===== config.mk =====
export PLATFORM = sky130hd
export DESIGN_NAME = vid_gfx_blend_top
export DESIGN_NICKNAME = d
export VERILOG_FILES = /design/src/rtl/vgb_pkg.sv /design/src/rtl/vid_lane.sv /design/src/rtl/gfx_lane.sv /design/src/rtl/blend_lane.sv /design/src/rtl/vid_gfx_blend_top.sv
export SDC_FILE = /design/constraint.sdc
export NUM_CORES = 2
export LEC_CHECK = 0
export BUFFER_PORTS_ARGS = -buffer_cell sky130_fd_sc_hd__buf_2
export CAP_MARGIN = 30
export CORE_MARGIN = 5
export CORE_UTILIZATION = 59
export DETAILED_ROUTE_END_ITERATION = 6
export PLACE_DENSITY_LB_ADDON = 0.08
export SETUP_SLACK_MARGIN = 0.1
export SLEW_MARGIN = 20
export SYNTH_ARGS = -nofsm -noshare
export SYNTH_HDL_FRONTEND = slang
export SYNTH_HIERARCHICAL = 1
export SYNTH_SLANG_ARGS = --single-unit

===== constraint.sdc =====
create_clock -name clk -period 9.3 [get_ports clk]
set_clock_uncertainty 0.1 [all_clocks]
set_input_delay 1.395 -clock clk [delete_from_list [all_inputs] [get_ports clk]]
set_output_delay 1.395 -clock clk [all_outputs]
set_load 0.02 [all_outputs]

===== src/rtl/vgb_pkg.sv =====
package vgb_pkg;
  localparam int PIX_W   = 10;
  localparam int OFF_W   = PIX_W + 1;
  localparam int PIX_MAX = (1 << PIX_W) - 1;

  // Add a signed offset to an unsigned pixel and clamp to 0..PIX_MAX
  function automatic logic [PIX_W-1:0] add_clamp(input logic [PIX_W-1:0] p,
                                                  input logic [OFF_W-1:0] off);
    logic signed [PIX_W+1:0] s;
    s = $signed({2'b00, p}) + $signed({off[OFF_W-1], off});
    if (s < 0)
      return '0;
    else if (s > $signed((PIX_W+2)'(PIX_MAX)))
      return PIX_W'(PIX_MAX);
    else
      return s[PIX_W-1:0];
  endfunction
endpackage


===== src/rtl/vid_lane.sv =====
module vid_lane
  import vgb_pkg::*;
#(
  parameter int GAIN_W    = 8,
  parameter int GAIN_FRAC = 7
) (
  input  logic              clk,
  input  logic              rst,
  input  logic [PIX_W-1:0]  pix_in,
  input  logic [GAIN_W-1:0] gain,
  input  logic [OFF_W-1:0]  offset,
  input  logic [PIX_W-1:0]  knee,
  output logic [PIX_W-1:0]  pix_out
);
  localparam int PROD_W = PIX_W + GAIN_W;

  logic [PROD_W-1:0] prod, prod_sh;
  logic [PIX_W-1:0]  gain_sat;
  logic [PIX_W-1:0]  st_con, st_bri;
  logic [PIX_W-1:0]  soft_val;

  always_comb begin
    prod    = PROD_W'(pix_in) * PROD_W'(gain);
    prod_sh = prod >> GAIN_FRAC;
    if (|prod_sh[PROD_W-1:PIX_W])
      gain_sat = PIX_W'(PIX_MAX);
    else
      gain_sat = prod_sh[PIX_W-1:0];
  end

  always_comb begin
    if (st_bri > knee)
      soft_val = knee + ((st_bri - knee) >> 1);
    else
      soft_val = st_bri;
  end

  always_ff @(posedge clk) begin
    if (rst) begin
      st_con  <= '0;
      st_bri  <= '0;
      pix_out <= '0;
    end else begin
      st_con  <= gain_sat;
      st_bri  <= add_clamp(st_con, offset);
      pix_out <= soft_val;
    end
  end
endmodule


===== src/rtl/gfx_lane.sv =====
module gfx_lane
  import vgb_pkg::*;
#(
  parameter int GFX_W = 4
) (
  input  logic             clk,
  input  logic             rst,
  input  logic [GFX_W-1:0] pix_in,
  input  logic [OFF_W-1:0] offset,
  input  logic [PIX_W-1:0] limit,
  output logic [PIX_W-1:0] pix_out
);
  logic [PIX_W-1:0] wide;
  logic [PIX_W-1:0] st_wide, st_bri;

  // Replicate source bits from the MSB downward to fill the full width
  for (genvar i = 0; i < PIX_W; i++) begin : g_rep
    assign wide[PIX_W-1-i] = pix_in[GFX_W-1-(i % GFX_W)];
  end

  always_ff @(posedge clk) begin
    if (rst) begin
      st_wide <= '0;
      st_bri  <= '0;
      pix_out <= '0;
    end else begin
      st_wide <= wide;
      st_bri  <= add_clamp(st_wide, offset);
      pix_out <= (st_bri > limit) ? limit : st_bri;
    end
  end
endmodule


===== src/rtl/blend_lane.sv =====
module blend_lane
  import vgb_pkg::*;
#(
  parameter int ALPHA_W = 4
) (
  input  logic               clk,
  input  logic               rst,
  input  logic [ALPHA_W-1:0] weight,
  input  logic [PIX_W-1:0]   vid,
  input  logic [PIX_W-1:0]   gfx,
  output logic [PIX_W-1:0]   pix_out
);
  localparam int AMAX  = (1 << ALPHA_W) - 1;
  localparam int ACC_W = PIX_W + ALPHA_W + 1;

  logic [ACC_W-1:0] acc, quo;

  always_comb begin
    acc = ACC_W'(weight) * ACC_W'(gfx)
        + ACC_W'(AMAX - int'(weight)) * ACC_W'(vid)
        + ACC_W'(AMAX / 2);
    quo = acc / ACC_W'(AMAX);
  end

  always_ff @(posedge clk) begin
    if (rst) pix_out <= '0;
    else     pix_out <= quo[PIX_W-1:0];
  end
endmodule


===== src/rtl/vid_gfx_blend_top.sv =====
module vid_gfx_blend_top
  import vgb_pkg::*;
#(
  parameter int NUM_CH    = 3,
  parameter int GFX_W     = 4,
  parameter int ALPHA_W   = 4,
  parameter int GAIN_W    = 8,
  parameter int GAIN_FRAC = 7
) (
  input  logic                    clk,
  input  logic                    rst,
  input  logic                    in_valid,
  input  logic [NUM_CH*PIX_W-1:0] vid_rgb,
  input  logic [NUM_CH*GFX_W-1:0] gfx_rgb,
  input  logic [ALPHA_W-1:0]      alpha,
  input  logic [GAIN_W-1:0]       contrast_gain,
  input  logic [OFF_W-1:0]        vid_offset,
  input  logic [PIX_W-1:0]        knee,
  input  logic [OFF_W-1:0]        gfx_offset,
  input  logic [PIX_W-1:0]        hard_limit,
  output logic                    out_valid,
  output logic [NUM_CH*PIX_W-1:0] out_rgb,
  output logic                    pw_valid,
  output logic [NUM_CH*PIX_W-1:0] pw_rgb
);
  localparam int PATH_STAGES = 3;

  logic [PATH_STAGES-1:0] vld_sr;
  logic [ALPHA_W-1:0]     alpha_sr [PATH_STAGES];
  logic [NUM_CH*PIX_W-1:0] gfx_clip;

  always_ff @(posedge clk) begin
    if (rst) begin
      vld_sr    <= '0;
      out_valid <= 1'b0;
      for (int s = 0; s < PATH_STAGES; s++) alpha_sr[s] <= '0;
    end else begin
      vld_sr      <= {vld_sr[PATH_STAGES-2:0], in_valid};
      out_valid   <= vld_sr[PATH_STAGES-1];
      alpha_sr[0] <= alpha;
      for (int s = 1; s < PATH_STAGES; s++) alpha_sr[s] <= alpha_sr[s-1];
    end
  end

  assign pw_valid = vld_sr[PATH_STAGES-1];

  for (genvar c = 0; c < NUM_CH; c++) begin : g_ch
    vid_lane #(.GAIN_W(GAIN_W), .GAIN_FRAC(GAIN_FRAC)) u_vid (
      .clk    (clk),
      .rst    (rst),
      .pix_in (vid_rgb[c*PIX_W +: PIX_W]),
      .gain   (contrast_gain),
      .offset (vid_offset),
      .knee   (knee),
      .pix_out(pw_rgb[c*PIX_W +: PIX_W])
    );

    gfx_lane #(.GFX_W(GFX_W)) u_gfx (
      .clk    (clk),
      .rst    (rst),
      .pix_in (gfx_rgb[c*GFX_W +: GFX_W]),
      .offset (gfx_offset),
      .limit  (hard_limit),
      .pix_out(gfx_clip[c*PIX_W +: PIX_W])
    );

    blend_lane #(.ALPHA_W(ALPHA_W)) u_mix (
      .clk    (clk),
      .rst    (rst),
      .weight (alpha_sr[PATH_STAGES-1]),
      .vid    (pw_rgb[c*PIX_W +: PIX_W]),
      .gfx    (gfx_clip[c*PIX_W +: PIX_W]),
      .pix_out(out_rgb[c*PIX_W +: PIX_W])
    );
  end
endmodule


==> results.txt <==
- Run status: finished clean
- Worst r2r src: alpha_sr[0][10]
- Routed wire length: 82000 um
- Endpoint kind of the worst setup timing path: register
- Critical path peak fanout: 7
* Seq/Total Area, Yosys: 12.7%
* Clock tree from TritonCTS: built
* Global-route usage over all layers: 24.9%
* Initial core utilization: 59.5%
- EDFF count, synth: 0
- DRC viols: 0
- Max Transition Viols Final: 0
* Cell count of the worst reg-to-reg path: 36
- The number of global-route vias before repair is 26100.
- The largest single stage delay on the critical path is roughly 0.57 ns.
- Slowest stage cell, crit path: sky130_fd_sc_hd__fa_1
- STA classifies the critical path startpoint as a register.
* Final Critical Period: 9.14 ns
* Std-Cell Rows: 86
* Post-synthesis instance area: roughly 33000 um2
* Area occupied by multi-input gates: 27800 um2
- Headroom to the max-slew limit came out at 33.8%.
- Antenna violations before repair: 9
* Instance count after placement with tap cells included: around 4700
- Synthesized net count: 4535
* Hold wc startpoint: alpha_sr[0][0]
* Maximum buffer depth of the clock tree: 3
- Horizontal extent of the die: 246 um
* Avg Synthesized Cell Area: 8.69 um2
- The filler cells instantiated in the layout total 4419.
- At the pin with the least slew margin, the transition time is 0.990 ns.
- Ys Warns: 6
- Clock-pin slew was measured on the worst setup and hold paths at 0.06 ns.
- Gate count after technology mapping: 3767
* Routability congestion estimate from global placement: 0.902
- Of the available clock period, the critical path in the final layout requires 98.3%.
* Io pins: 161
* Clk_lat worst skew: 0.58 ns
- DR vias: 27600
* Final setup violation count: 0
* Worst reg2reg endpoint: g_ch[0].u_mix/pix_out[0]
- Placed Area: ~35000 um2
- The setup path with the least slack is of type register to register.
- The path class of the tightest hold or removal check is register to register.
- Avg WL per Cell: 16.9 um
- Clock sinks: 208
- The tool flagged a number of max-cap violations equal to 0.
- Overall overflow remaining after global route: 0
- Layout overhead on the synthesized area: 17.6%
- Core Area: approximately 55000 um2
- CP arrival: 9.53 ns
* Data required time of the worst path: 9.69 ns
- Maximum achievable frequency: approximately 0.11 GHz
- Post-cts hold buffer count: 0
* Ratio of cells with drive above 1 in the final layout: 19.9%
- Hold Path Stages: 1
- The detail route stage leaves a number of antenna-violating nets equal to 0.
* Register-to-register path setup slack: 0.16 ns
- In this run, distinct cell masters in the synthesized netlist total 152.
- Detailed placement finished with a half-perimeter wire length of 62100 um.
- The first global-routing pass estimated 128000 um of wire.
- Vertical die dimension: 246 um
- The floorplan step defined a die boundary enclosing 60300 um2.
* Buffer cell driving the clock tree root: sky130_fd_sc_hd__clkbuf_16
- FF/Latch Area: roughly 4200 um2
* Final non-filler cell total: about 4900
* Count of final hold-check violations: 0
- Final design area excluding fillers: 38500 um2
- Flip-flop and latch count after synthesis: 208
- In this run the number of H-tree levels came out at 1.
* Setup repair after global routing missed its margin: true
- Entering global routing, the biggest net connects 78 pins.
- After synthesis, the share of flip-flops with an asynchronous set or reset is 0%.
- Buffers inserted during clock tree synthesis total 25.
- First DRT Iteration DRCs: 1515
* Most used flip-flop cell after synthesis: sky130_fd_sc_hd__dfxtp_1
- Input/output buffers: between 150 and 200
* Vias per cell: approximately 5.7
- Number of detailed-routing iterations run before antenna repair: 5
* # nets final: 4863
* Endpoint with the worst hold slack: alpha_sr[0][4]
kinds of logic (layout without fill, tap and decap cells):
logic type,Yosys count,after routing,synth area share (%)
AOI/OAI and AO/OA,876,876,20.0
xor gates and xnor gates,168,168,4.73
adders and majority gates,672,672,33.0
buffers and inverters,586,932,7.01
DFF,208,208,12.7
muxes,74,74,2.41
other,0,3,0
and+or+nand+nor,1183,1183,20.1
metal layers:
metal	track usage (%)	up-vias	wire, um
met4	5.83	12	2210
met1	33.9	13300	36000
met2	43.1	600	40400
met3	2.49	138	3320
li1	-	13600	-
met5	0	-	55
critical path, delay by kind of cell, from the launching register on:
| family | cells | cell delay [ns] |
|---|---|---|
| AOI/OAI and AO/OA | 11 | 2.48 |
| and+or+nand+nor | 9 | 2.37 |
| adders and majority gates | 6 | 2.15 |
| muxes | 3 | 0.89 |
| buffers and inverters | 6 | 0.54 |
| DFF | 1 | 0.37 |
| xor gates and xnor gates | 1 | 0.14 |
repair_timing:
action	in CTS	in global routing
endpoints found under the hold margin	0	0
buffers inserted	12	85
gates cloned	1	9
gates resized for setup	55	269
setup endpoints to repair	3	4
pin swaps	28	160
synthesized netlist by cell type (all sizes together), types with 25 or more instances:
master | n | area share [%]
buf | 31 | 0.55
nand2 | 238 | 2.8
nand4 | 29 | 0.60
mux2i | 61 | 1.9
nor2 | 177 | 2.0
a21oi | 206 | 3.3
a211oi | 53 | 1.4
o21a | 86 | 2.0
o21ai | 120 | 1.9
and3 | 25 | 0.49
nand3 | 49 | 0.80
nor2b | 148 | 3.0
xnor2 | 91 | 2.6
nor3 | 36 | 0.67
or2 | 30 | 0.58
inv | 512 | 5.9
and2 | 262 | 5.0
dfxtp | 208 | 13
xor2 | 76 | 2.1
fa | 321 | 20
nand2b | 104 | 2.0
a21o | 73 | 1.7
ha | 348 | 13
a31oi | 42 | 0.98
o211ai | 49 | 1.3
clkbuf | 41 | 0.53
sequential cells by signal, summed over array words and instances, names as in the netlist, 3 cells and up:
name and flops:
g_ch.u_vid/st_bri 30, g_ch.u_gfx/st_wide 12, g_ch.u_vid/st_con 30, g_ch.u_mix/pix_out 30
vld_sr 3, alpha_sr 12, g_ch.u_vid/pix_out 30, g_ch.u_gfx/pix_out 30
g_ch.u_gfx/st_bri 30
through the flow:
step                      hold slack (ns)  utilization (%)  setup slack, ns  setup TNS [ns]
after floorplan                     0.314                -            0.183               0
after global placement              0.320             63.6          -0.0673         -0.0673
after detailed placement            0.327             63.6          -0.0874          -0.153
after CTS                           0.345             65.9            0.103               0
after global routing                0.362             70.0           -0.178          -0.475
final                               0.348             70.0            0.161               0
area by class of cell:
class	instances	share of cell area, %
diodes	3	0.0195
clock buffers	31	1.76
clock inverters	14	0.426
inverters	512	5.00
multi-input cells	2973	72.3
flip-flops and latches	208	10.9
well taps	748	2.43
repair buffers	375	7.20
worst max-delay path by stage:
stage	end	start
final	g_ch[0].u_mix/pix_out[0]	alpha_sr[0][10]
after global routing	g_ch[2].u_mix/pix_out[0]	alpha_sr[0][10]
after CTS	g_ch[1].u_mix/pix_out[0]	alpha_sr[0][10]
after detailed placement	g_ch[1].u_mix/pix_out[0]	alpha_sr[0][10]
after global placement	g_ch[1].u_mix/pix_out[0]	alpha_sr[0][10]
after floorplan	g_ch[0].u_mix/pix_out[0]	alpha_sr[0][8]
placed cells by master (no fill, tap or decap), drive strengths merged, types with 15 or more instances in the layout:
cell type and instances:
a21o 73, o21ai 120, fa 321, or2 30
inv 517, ha 348, o21bai 19, dfxtp 208
nand4 29, nand3 49, clkbuf 41, and3 25
nor3 36, nor2 177, mux2i 61, o31a 16
buf 365, xnor2 91, a211o 15, nor2b 148
and2 262, o211ai 49, or3 21, a21oi 206
xor2 76, o31ai 16, a31oi 42, nand2 238
a211oi 53, o22ai 22, o21a 86, nand2b 104
Power is not shown: default switching activity piles up to over one toggle a cycle in this logic, so the estimate is an artifact.
